--- src/rtl/gpio_edge_pkg.sv ---
package gpio_edge_pkg;

  localparam int LANE_W      = 32;
  localparam int WIN_BANKS   = 3;
  localparam int NUM_KINDS   = 8;

  typedef enum logic [2:0] {
    RK_LEVEL = 3'd0,
    RK_DIR   = 3'd1,
    RK_SET   = 3'd2,
    RK_CLR   = 3'd3,
    RK_RISE  = 3'd4,
    RK_FALL  = 3'd5,
    RK_STAT  = 3'd6,
    RK_MASK  = 3'd7
  } reg_kind_e;

  // Offset of bank 0 of each register group inside a window.
  function automatic logic [7:0] kind_base(input reg_kind_e k);
    case (k)
      RK_LEVEL: kind_base = 8'h00;
      RK_DIR:   kind_base = 8'h0C;
      RK_SET:   kind_base = 8'h18;
      RK_CLR:   kind_base = 8'h24;
      RK_RISE:  kind_base = 8'h30;
      RK_FALL:  kind_base = 8'h3C;
      RK_STAT:  kind_base = 8'h48;
      default:  kind_base = 8'h9C;
    endcase
  endfunction

  // Bits of bank `bank` that map onto real pins.
  function automatic logic [LANE_W-1:0] lane_present(input int bank, input int npins);
    for (int i = 0; i < LANE_W; i++)
      lane_present[i] = ((bank * LANE_W + i) < npins);
  endfunction

  // Bits of bank `bank` whose direction polarity is swapped.
  function automatic logic [LANE_W-1:0] lane_swapped(input int bank, input int lo, input int hi);
    for (int i = 0; i < LANE_W; i++)
      lane_swapped[i] = ((bank * LANE_W + i) >= lo) && ((bank * LANE_W + i) <= hi);
  endfunction

endpackage

--- src/rtl/gpio_addr_dec.sv ---
module gpio_addr_dec
  import gpio_edge_pkg::*;
#(
  parameter int ADDR_W    = 9,
  parameter int NUM_BANKS = 4,
  localparam int BIDX_W   = (NUM_BANKS > 1) ? $clog2(NUM_BANKS) : 1
) (
  input  logic [ADDR_W-1:0] addr,
  output logic              hit,
  output reg_kind_e         kind,
  output logic [BIDX_W-1:0] bank
);

  logic [7:0] low;
  logic       second_win;
  logic       upper_clear;

  assign low         = addr[7:0];
  assign second_win  = addr[8];
  assign upper_clear = ((addr >> 9) == '0);

  always_comb begin
    hit  = 1'b0;
    kind = RK_LEVEL;
    bank = '0;
    for (int k = 0; k < NUM_KINDS; k++) begin
      for (int j = 0; j < WIN_BANKS; j++) begin
        if (upper_clear &&
            (low == kind_base(reg_kind_e'(k)) + 8'(4 * j)) &&
            ((int'(second_win) * WIN_BANKS + j) < NUM_BANKS)) begin
          hit  = 1'b1;
          kind = reg_kind_e'(k);
          bank = BIDX_W'(int'(second_win) * WIN_BANKS + j);
        end
      end
    end
  end

endmodule

--- src/rtl/gpio_in_sync.sv ---
module gpio_in_sync #(
  parameter int WIDTH = 32
) (
  input  logic             clk,
  input  logic             rst_n,
  input  logic [WIDTH-1:0] pad,
  output logic [WIDTH-1:0] cur,
  output logic [WIDTH-1:0] prev
);

  logic [WIDTH-1:0] meta_q, sync_q, hist_q;

  always_ff @(posedge clk or negedge rst_n) begin
    if (!rst_n) begin
      meta_q <= '0;
      sync_q <= '0;
      hist_q <= '0;
    end else begin
      meta_q <= pad;
      sync_q <= meta_q;
      hist_q <= sync_q;
    end
  end

  assign cur  = sync_q;
  assign prev = hist_q;

endmodule

--- src/rtl/gpio_bank.sv ---
module gpio_bank
  import gpio_edge_pkg::*;
#(
  parameter int BANK_ID  = 0,
  parameter int NUM_PINS = 120,
  parameter int INV_LO   = 86,
  parameter int INV_HI   = 89,
  localparam logic [LANE_W-1:0] PRESENT = lane_present(BANK_ID, NUM_PINS),
  localparam logic [LANE_W-1:0] SWAPPED = lane_swapped(BANK_ID, INV_LO, INV_HI) & PRESENT
) (
  input  logic              clk,
  input  logic              rst_n,
  input  logic              wr_en,
  input  reg_kind_e         wr_kind,
  input  logic [LANE_W-1:0] wdata,
  input  logic [LANE_W-1:0] cur,
  input  logic [LANE_W-1:0] prev,
  output logic [LANE_W-1:0] dir_q,
  output logic [LANE_W-1:0] out_q,
  output logic [LANE_W-1:0] rise_q,
  output logic [LANE_W-1:0] fall_q,
  output logic [LANE_W-1:0] stat_q,
  output logic [LANE_W-1:0] mask_q
);

  logic              dir_en, out_en, rise_en, fall_en, mask_en;
  logic [LANE_W-1:0] dir_d, out_d, rise_d, fall_d, stat_d, mask_d;
  logic [LANE_W-1:0] wvalid, evt, clr_bits;

  assign wvalid = wdata & PRESENT;

  // Next-state logic
  always_comb begin
    dir_en  = wr_en && (wr_kind == RK_DIR);
    rise_en = wr_en && (wr_kind == RK_RISE);
    fall_en = wr_en && (wr_kind == RK_FALL);
    mask_en = wr_en && (wr_kind == RK_MASK);
    out_en  = wr_en && ((wr_kind == RK_SET) || (wr_kind == RK_CLR));

    dir_d  = wvalid;
    rise_d = wvalid;
    fall_d = wvalid;
    mask_d = wvalid;
    out_d  = (wr_kind == RK_SET) ? (out_q | wvalid) : (out_q & ~wvalid);

    evt = ((cur & ~prev & rise_q) | (~cur & prev & fall_q)) & mask_q & PRESENT;
    clr_bits = (wr_en && (wr_kind == RK_STAT)) ? wdata : '0;
    // A fresh event outranks a clear in the same cycle.
    stat_d = (stat_q & ~clr_bits) | evt;
  end

  // State registers
  always_ff @(posedge clk or negedge rst_n) begin
    if (!rst_n) begin
      dir_q  <= SWAPPED;
      out_q  <= '0;
      rise_q <= '0;
      fall_q <= '0;
      stat_q <= '0;
      mask_q <= PRESENT;
    end else begin
      if (dir_en)  dir_q  <= dir_d;
      if (out_en)  out_q  <= out_d;
      if (rise_en) rise_q <= rise_d;
      if (fall_en) fall_q <= fall_d;
      if (mask_en) mask_q <= mask_d;
      stat_q <= stat_d;
    end
  end

endmodule

--- src/rtl/gpio_edge_ctrl.sv ---
module gpio_edge_ctrl
  import gpio_edge_pkg::*;
#(
  parameter int ADDR_W   = 9,
  parameter int NUM_PINS = 120,
  parameter int INV_LO   = 86,
  parameter int INV_HI   = 89
) (
  input  logic                clk,
  input  logic                rst_n,
  input  logic [ADDR_W-1:0]   bus_addr,
  input  logic                bus_we,
  input  logic [LANE_W-1:0]   bus_wdata,
  output logic [LANE_W-1:0]   bus_rdata,
  input  logic [NUM_PINS-1:0] pin_in,
  output logic [NUM_PINS-1:0] pin_out,
  output logic [NUM_PINS-1:0] pin_oe,
  output logic                irq
);

  localparam int NUM_BANKS = (NUM_PINS + LANE_W - 1) / LANE_W;
  localparam int FLAT_W    = NUM_BANKS * LANE_W;
  localparam int BIDX_W    = (NUM_BANKS > 1) ? $clog2(NUM_BANKS) : 1;

  logic [NUM_PINS-1:0] cur_s, prev_s;
  logic [FLAT_W-1:0]   cur_pad, prev_pad;
  logic [FLAT_W-1:0]   dir_flat, out_flat, stat_flat, swap_flat;
  logic [LANE_W-1:0]   dir_a  [NUM_BANKS];
  logic [LANE_W-1:0]   out_a  [NUM_BANKS];
  logic [LANE_W-1:0]   rise_a [NUM_BANKS];
  logic [LANE_W-1:0]   fall_a [NUM_BANKS];
  logic [LANE_W-1:0]   stat_a [NUM_BANKS];
  logic [LANE_W-1:0]   mask_a [NUM_BANKS];

  logic              dec_hit;
  reg_kind_e         dec_kind;
  logic [BIDX_W-1:0] dec_bank;

  gpio_in_sync #(.WIDTH(NUM_PINS)) u_sync (
    .clk  (clk),
    .rst_n(rst_n),
    .pad  (pin_in),
    .cur  (cur_s),
    .prev (prev_s)
  );

  assign cur_pad  = FLAT_W'(cur_s);
  assign prev_pad = FLAT_W'(prev_s);

  gpio_addr_dec #(.ADDR_W(ADDR_W), .NUM_BANKS(NUM_BANKS)) u_dec (
    .addr(bus_addr),
    .hit (dec_hit),
    .kind(dec_kind),
    .bank(dec_bank)
  );

  for (genvar b = 0; b < NUM_BANKS; b++) begin : g_bank
    logic bank_wr;
    assign bank_wr = bus_we && dec_hit && (dec_bank == BIDX_W'(b));

    gpio_bank #(
      .BANK_ID (b),
      .NUM_PINS(NUM_PINS),
      .INV_LO  (INV_LO),
      .INV_HI  (INV_HI)
    ) u_bank (
      .clk    (clk),
      .rst_n  (rst_n),
      .wr_en  (bank_wr),
      .wr_kind(dec_kind),
      .wdata  (bus_wdata),
      .cur    (cur_pad[b*LANE_W +: LANE_W]),
      .prev   (prev_pad[b*LANE_W +: LANE_W]),
      .dir_q  (dir_a[b]),
      .out_q  (out_a[b]),
      .rise_q (rise_a[b]),
      .fall_q (fall_a[b]),
      .stat_q (stat_a[b]),
      .mask_q (mask_a[b])
    );

    assign dir_flat[b*LANE_W +: LANE_W]  = dir_a[b];
    assign out_flat[b*LANE_W +: LANE_W]  = out_a[b];
    assign stat_flat[b*LANE_W +: LANE_W] = stat_a[b];
    assign swap_flat[b*LANE_W +: LANE_W] = lane_swapped(b, INV_LO, INV_HI);
  end

  assign pin_out = out_flat[NUM_PINS-1:0];
  assign pin_oe  = dir_flat[NUM_PINS-1:0] ^ swap_flat[NUM_PINS-1:0];
  assign irq     = |stat_flat;

  always_comb begin
    bus_rdata = '0;
    if (dec_hit) begin
      case (dec_kind)
        RK_LEVEL:       bus_rdata = cur_pad[dec_bank*LANE_W +: LANE_W];
        RK_DIR:         bus_rdata = dir_a[dec_bank];
        RK_SET, RK_CLR: bus_rdata = out_a[dec_bank];
        RK_RISE:        bus_rdata = rise_a[dec_bank];
        RK_FALL:        bus_rdata = fall_a[dec_bank];
        RK_STAT:        bus_rdata = stat_a[dec_bank];
        default:        bus_rdata = mask_a[dec_bank];
      endcase
    end
  end

endmodule

--- config.mk ---
export PLATFORM = sky130hd
export DESIGN_NAME = gpio_edge_ctrl
export DESIGN_NICKNAME = d
export VERILOG_FILES = /design/src/rtl/gpio_edge_pkg.sv /design/src/rtl/gpio_addr_dec.sv /design/src/rtl/gpio_in_sync.sv /design/src/rtl/gpio_bank.sv /design/src/rtl/gpio_edge_ctrl.sv
export SDC_FILE = /design/constraint.sdc
export NUM_CORES = 2
export LEC_CHECK = 0
export ABC_AREA = 1
export BUFFER_PORTS_ARGS = -buffer_cell sky130_fd_sc_hd__buf_2
export CORE_ASPECT_RATIO = 1.1
export CORE_MARGIN = 2
export CORE_UTILIZATION = 45
export CTS_BUF_LIST = sky130_fd_sc_hd__clkbuf_8
export CTS_CLUSTER_SIZE = 24
export DETAILED_ROUTE_END_ITERATION = 10
export PLACE_DENSITY = 0.66
export SLEW_MARGIN = 20
export SYNTH_ARGS = -nofsm -noshare
export SYNTH_HDL_FRONTEND = slang
export SYNTH_SLANG_ARGS = --single-unit
--- constraint.sdc ---
create_clock -name clk -period 3.58 [get_ports clk]
set_input_delay 0.537 -clock clk [delete_from_list [all_inputs] [get_ports clk]]
set_output_delay 0.537 -clock clk [all_outputs]
set_load 0.03 [all_outputs]
-- Word level (Yosys, flattened, before mapping)
Index checks and enable logic that the tools add are counted.
- flip-flop bits (word level): 1096
- input bits: 164
- word-level logic and storage cells: 280
- add/sub/neg operators: 2
- multipliers: 1
- order comparisons: 4
- equal/unequal tests: 33
- shifts and indexed selects: 1
- mux-type cells: 97
- bitwise logic cells: 56
- reductions and logical operators: 59
- operators with widths (operator ; count):
    32-bit AND ; 23
    32-bit two-way mux ; 21
    32-bit binary-select mux with 2-bit select ; 6
    32-bit NOT ; 11
    32-bit OR ; 9
    32-bit one-hot mux with 6 select lines ; 1
    128-bit OR reduction ; 1
    128-bit by 8-bit indexed part select with 32-bit output ; 1
    24-bit AND ; 5
    32-bit by 4-bit < comparator with 1-bit output, second input constant ; 3
    8-bit by 6-bit == test with 1-bit output, second input constant ; 8
    32-bit by 24-bit OR with 32-bit output ; 2
    3-bit two-way mux ; 20
    1-bit logical AND ; 53
    2-bit two-way mux ; 24
    24-bit NOT ; 2
    8-bit by 7-bit == test with 1-bit output, second input constant ; 5
    32-bit by 2-bit adder with 32-bit output, second input constant ; 1
    32-bit by 3-bit adder with 32-bit output, second input constant ; 1
    8-bit by 5-bit == test with 1-bit output, second input constant ; 4
    24-bit NOT with 32-bit output ; 1
    1-bit two-way mux ; 25
    8-bit == test, second input constant ; 3
    24-bit OR ; 1
    other kinds (16) ; 22

-- Longest topological paths before layout
- depth in word-level cells: 34
- depth in mapped cells: 29

-- Cells and area by module
Synthesis repeated with hierarchy kept, for this count alone.
- cells, all modules: 6903
- area, all modules: 51847.2 sq um
- modules (own cells, without submodules) (module ; instances ; cells an instance ; area an instance (sq um) ; sequential area each (sq um)):
    gpio_bank (g_bank[0].u_bank ...) ; 2 ; 996 ; 8368.0 ; 4844.6
    gpio_edge_ctrl ; 1 ; 2572 ; 10110.9 ; 0.0
    gpio_in_sync ; 1 ; 360 ; 9008.6 ; 9008.6
    gpio_bank (g_bank[2].u_bank) ; 1 ; 996 ; 8373.0 ; 4849.7
    gpio_bank (g_bank[3].u_bank) ; 1 ; 849 ; 6945.4 ; 3833.7
    gpio_addr_dec ; 1 ; 134 ; 673.1 ; 0.0

-- Worst setup path after synthesis
Ideal clock, no wire load.
- path kind: in2out
- from: input bus_addr[1]
- to: output bus_rdata[27]
- arrival: 3.083 ns
- data required time: 3.043 ns
- setup slack: -0.040 ns
- stages: 25
- path buffers: 2
- path through: nor2_1 nand2_2 nor2_1 inv_2 nor2_1 nor2_1 nand2_1 nand2_1 nand2_1 nand2_1 nand2_1 nand2_1 nand2_1 nand2_1 nand2_2 nand2_2 nand2_4 buf_4 buf_2 nand3_1 nand2_1 nand2_1 nand2_1 nor2_1 a21oi_1
- cells in the longest elaborated chain, start to end: 32
- elaborated cells on any way between the ends: 147
- ends and longest elaborated chain (item ; line ; RTL):
    start: declaration ; gpio_edge_ctrl.sv:11 ; input logic [ADDR_W-1:0] bus_addr,
    parallel branches: the longest is 31 deep, another holds 8-bit logical NOT ; - ;
    32-bit two-way mux * ; gpio_edge_ctrl.sv:94 ; if (dec_hit) begin
    end: declaration ; gpio_edge_ctrl.sv:14 ; output logic [LANE_W-1:0] bus_rdata,
Mark *: on every way between the ends. The select of a mux whose other input is x is not followed.

-- Worst setup path after layout
- from: input bus_addr[1]
- to: output bus_rdata[15]
The elaborated chain is that of the path after synthesis.

==> results.json <==
{
  "run_status": "complete, but fails checks",
  "violations": "negative setup slack",
  "initial_core_util": 0.455,
  "hold_viol": 0,
  "avgSynthCellArea_um2": 8.04,
  "drtIter0Drc": 4916,
  "dpl.cell_count": 7875,
  "cp_data_arrival_time_ps": 3410,
  "crit_fanout": 8,
  "cts_tree": "built",
  "p_leak_nw": 31.0,
  "wl_per_cell_um": 22.7,
  "cp-end-kind": "output port",
  "p_total_w": 0.0257,
  "whs_ps": 127,
  "gp_congestion": 0.958,
  "dpl.hpwl_mm": 127,
  "synth_nets": 6338,
  "seqCellArea_mm2": 0.0274,
  "worstSetupPathType": "primary input to output port",
  "fp.dieH_um": 352,
  "stdcell_count": 8439,
  "placed_area_mm2": 0.0550,
  "syn_to_final_growth_pct": 26.3,
  "grt_overflow": 0,
  "syn_area_mm2": 0.0497,
  "synthCells": 6174,
  "die-area_mm2": 0.113,
  "fillCellCount": 9661,
  "drtPass1Iterations": 8,
  "hp-class": "primary input to asynchronous set/reset pin",
  "ys_seq_area_frac": 0.551,
  "ant_nets": 0,
  "cts_made_buffers": 180,
  "start_kind": "primary input",
  "nNetsFinal": 7021,
  "grt_pass1_wl_mm": 284,
  "slew_headroom": 0.335,
  "tightest_slew_ps": 997,
  "final_max_slew_viol_count": 0,
  "htreeDepth": 4,
  "max_freq_mhz": 253,
  "synth_warnings": 0,
  "io_pins": 437,
  "post-route-period-util": 1.10,
  "drive_gt1_frac": 0.212,
  "powerDensity_mw_per_mm2": 410,
  "clockBufferDepth": 3,
  "ys_ff_latch": 1088,
  "maxCapViolations": 0,
  "vias": 46561,
  "layout_common_cells": "2172 x nand2_1, 964 x dfrtp_1, 737 x o21ai_0",
  "grt_max_degree": 103,
  "die_w_um": 321,
  "drc": 0,
  "pre_cts_slack_ps": -626,
  "grt_pass1_vias": 44933,
  "setup_violations": 33,
  "cts.clk_slew.worst_paths_ps": 60,
  "rsz0062_at_grt": "yes",
  "viasPerCell": 5.52,
  "synth.distinct_cells": 36,
  "clock_skew_ps": 56.7,
  "wl_mm": 191,
  "port_buffers": 436,
  "multiInputGateArea_mm2": 0.0192,
  "coreArea_mm2": 0.109,
  "min_period_ps": 3950,
  "required_ps": 3040,
  "clock_tree.root_cell": "clkbuf_8",
  "ir_drop_mv": 0.329,
  "final_common_cell": "nand2_1",
  "rows": 127,
  "cts_sinks": 1088,
  "antenna_found_initial": 6,
  "final_area_mm2": 0.0627,
  "clk-insertion-delay-late_ps": 930,
  "grt_util_all_layers": 0.336,
  "layout_setup_ws_ps": -370
}
cells by family (layout without fill, tap and decap cells):
kind of cell / Yosys count / count (layout) / share of synthesized area
and+or+nand+nor: 3110 / 3110 / 0.253
DFF: 1088 / 1088 / 0.551
buffers and inverters: 899 / 1739 / 0.0814
muxes: 7 / 7 / 0.00141
AOI/OAI and AO/OA: 1070 / 1070 / 0.113
other: 0 / 6 / 0
power by group:
group	internal, W	total [W]	switching, W	leakage [nW]
Sequential	0.0126	0.0127	0.000174	13.3
Combinational	0.000704	0.00194	0.00124	15.5
Clock	0.00575	0.0110	0.00529	2.21
Total	0.0190	0.0257	0.00670	31.0
through the flow:
stage	TNS [ps]	util
after global placement	-109930	0.504
after floorplan	0	-
after CTS	-7720	0.566
after detailed placement	-80310	0.504
after global routing	-15160	0.574
final	-9990	0.574
cell usage after synthesis:
cell type,count,area (µm²)
o21ai_0,766,3830
nand2_2,10,62.6
clkbuf_1,221,830
and3_1,1,6.26
inv_2,12,45.0
a31oi_1,1,6.26
nor3_2,2,20.0
dfrtp_1,964,24100
buf_1,13,48.8
buf_4,144,1080
nor4_4,2,42.5
nand4_2,1,12.5
or2_2,16,100
a21oi_1,184,921
nand4_1,39,244
nor2_2,5,31.3
nor2_1,342,1280
buf_2,101,505
nand2_1,2292,8600
clkinv_1,3,11.3
nor3_1,7,35.0
o21ai_1,14,70.1
or4_1,5,37.5
nand2_4,2,22.5
o31ai_1,97,728
nor4_1,27,169
nor3_4,5,81.3
mux2i_1,7,70.1
o21a_1,6,45.0
dfstp_2,124,3260
nand3b_1,5,37.5
a21oi_2,1,8.76
inv_1,405,1520
nand3_1,348,1740
o211ai_1,1,7.51
and2_0,1,6.26
cell type report:
cell class | instances | area share
well taps | 1419 | 0.0283
repair inverters | 1 | 0.000140
clock inverters | 118 | 0.00954
inverters | 420 | 0.0259
repair buffers | 979 | 0.145
multi-input cells | 4187 | 0.306
clock buffers | 221 | 0.0485
flip-flops and latches | 1088 | 0.437
diodes | 6 | 0.000239
worst paths after layout:
kind	start	endpoint	slack (ps)	cells after the start
max in group asynchronous	rst_n	g_bank[2].u_bank.dir_q[16]	2240	3
worst max-delay path	bus_addr[1]	bus_rdata[15]	-370	28
worst min register to register	u_sync.meta_q[3]	u_sync.cur[3]	300	0
worst min-delay path	rst_n	g_bank[1].u_bank.rise_q[26]	130	2
min in group clk	pin_in[90]	u_sync.meta_q[90]	250	2
worst max register to register	u_sync.cur[26]	g_bank[0].u_bank.stat_q[26]	2400	4
worst max-delay path: stages:
cell and delay, ps:
buf_6 100, inv_2 80, nand2_8 70, nor2_4 160
inv_2 90, nor2_4 120, inv_1 80, buf_4 140
nor2_4 80, inv_1 50, nand4_1 110, buf_4 140
buf_12 220, clkinv_16 120, buf_16 180, buf_12 130
buf_12 130, nand2_1 50, nand2_1 40, nand2_1 60
nand2_1 70, nand2_2 80, nand2_1 60, inv_1 60
nand3_1 90, nand2_2 130, inv_1 50, buf_6 130
layer usage:
layer | share of wire | vias to the layer above | GRT usage | wire length [µm]
li1 | - | 21064 | - | -
met4 | 0.053 | 2 | 0.169 | 10200
met3 | 0.097 | 540 | 0.0752 | 18600
met2 | 0.46 | 2535 | 0.534 | 88100
met5 | 0.000068 | - | 0 | 13
met1 | 0.39 | 22420 | 0.431 | 74600
what timing repair did:
item / in CTS / in global routing
hold buffers: 153 / 0
cloned: 17 / 7
endpoints found under the setup margin: 33 / 33
endpoints found under the hold margin: 521 / 0
resized for setup: 242 / 198
pin swaps: 59 / 91
buffers inserted: 36 / 11
(Power assumes the default switching activity.)
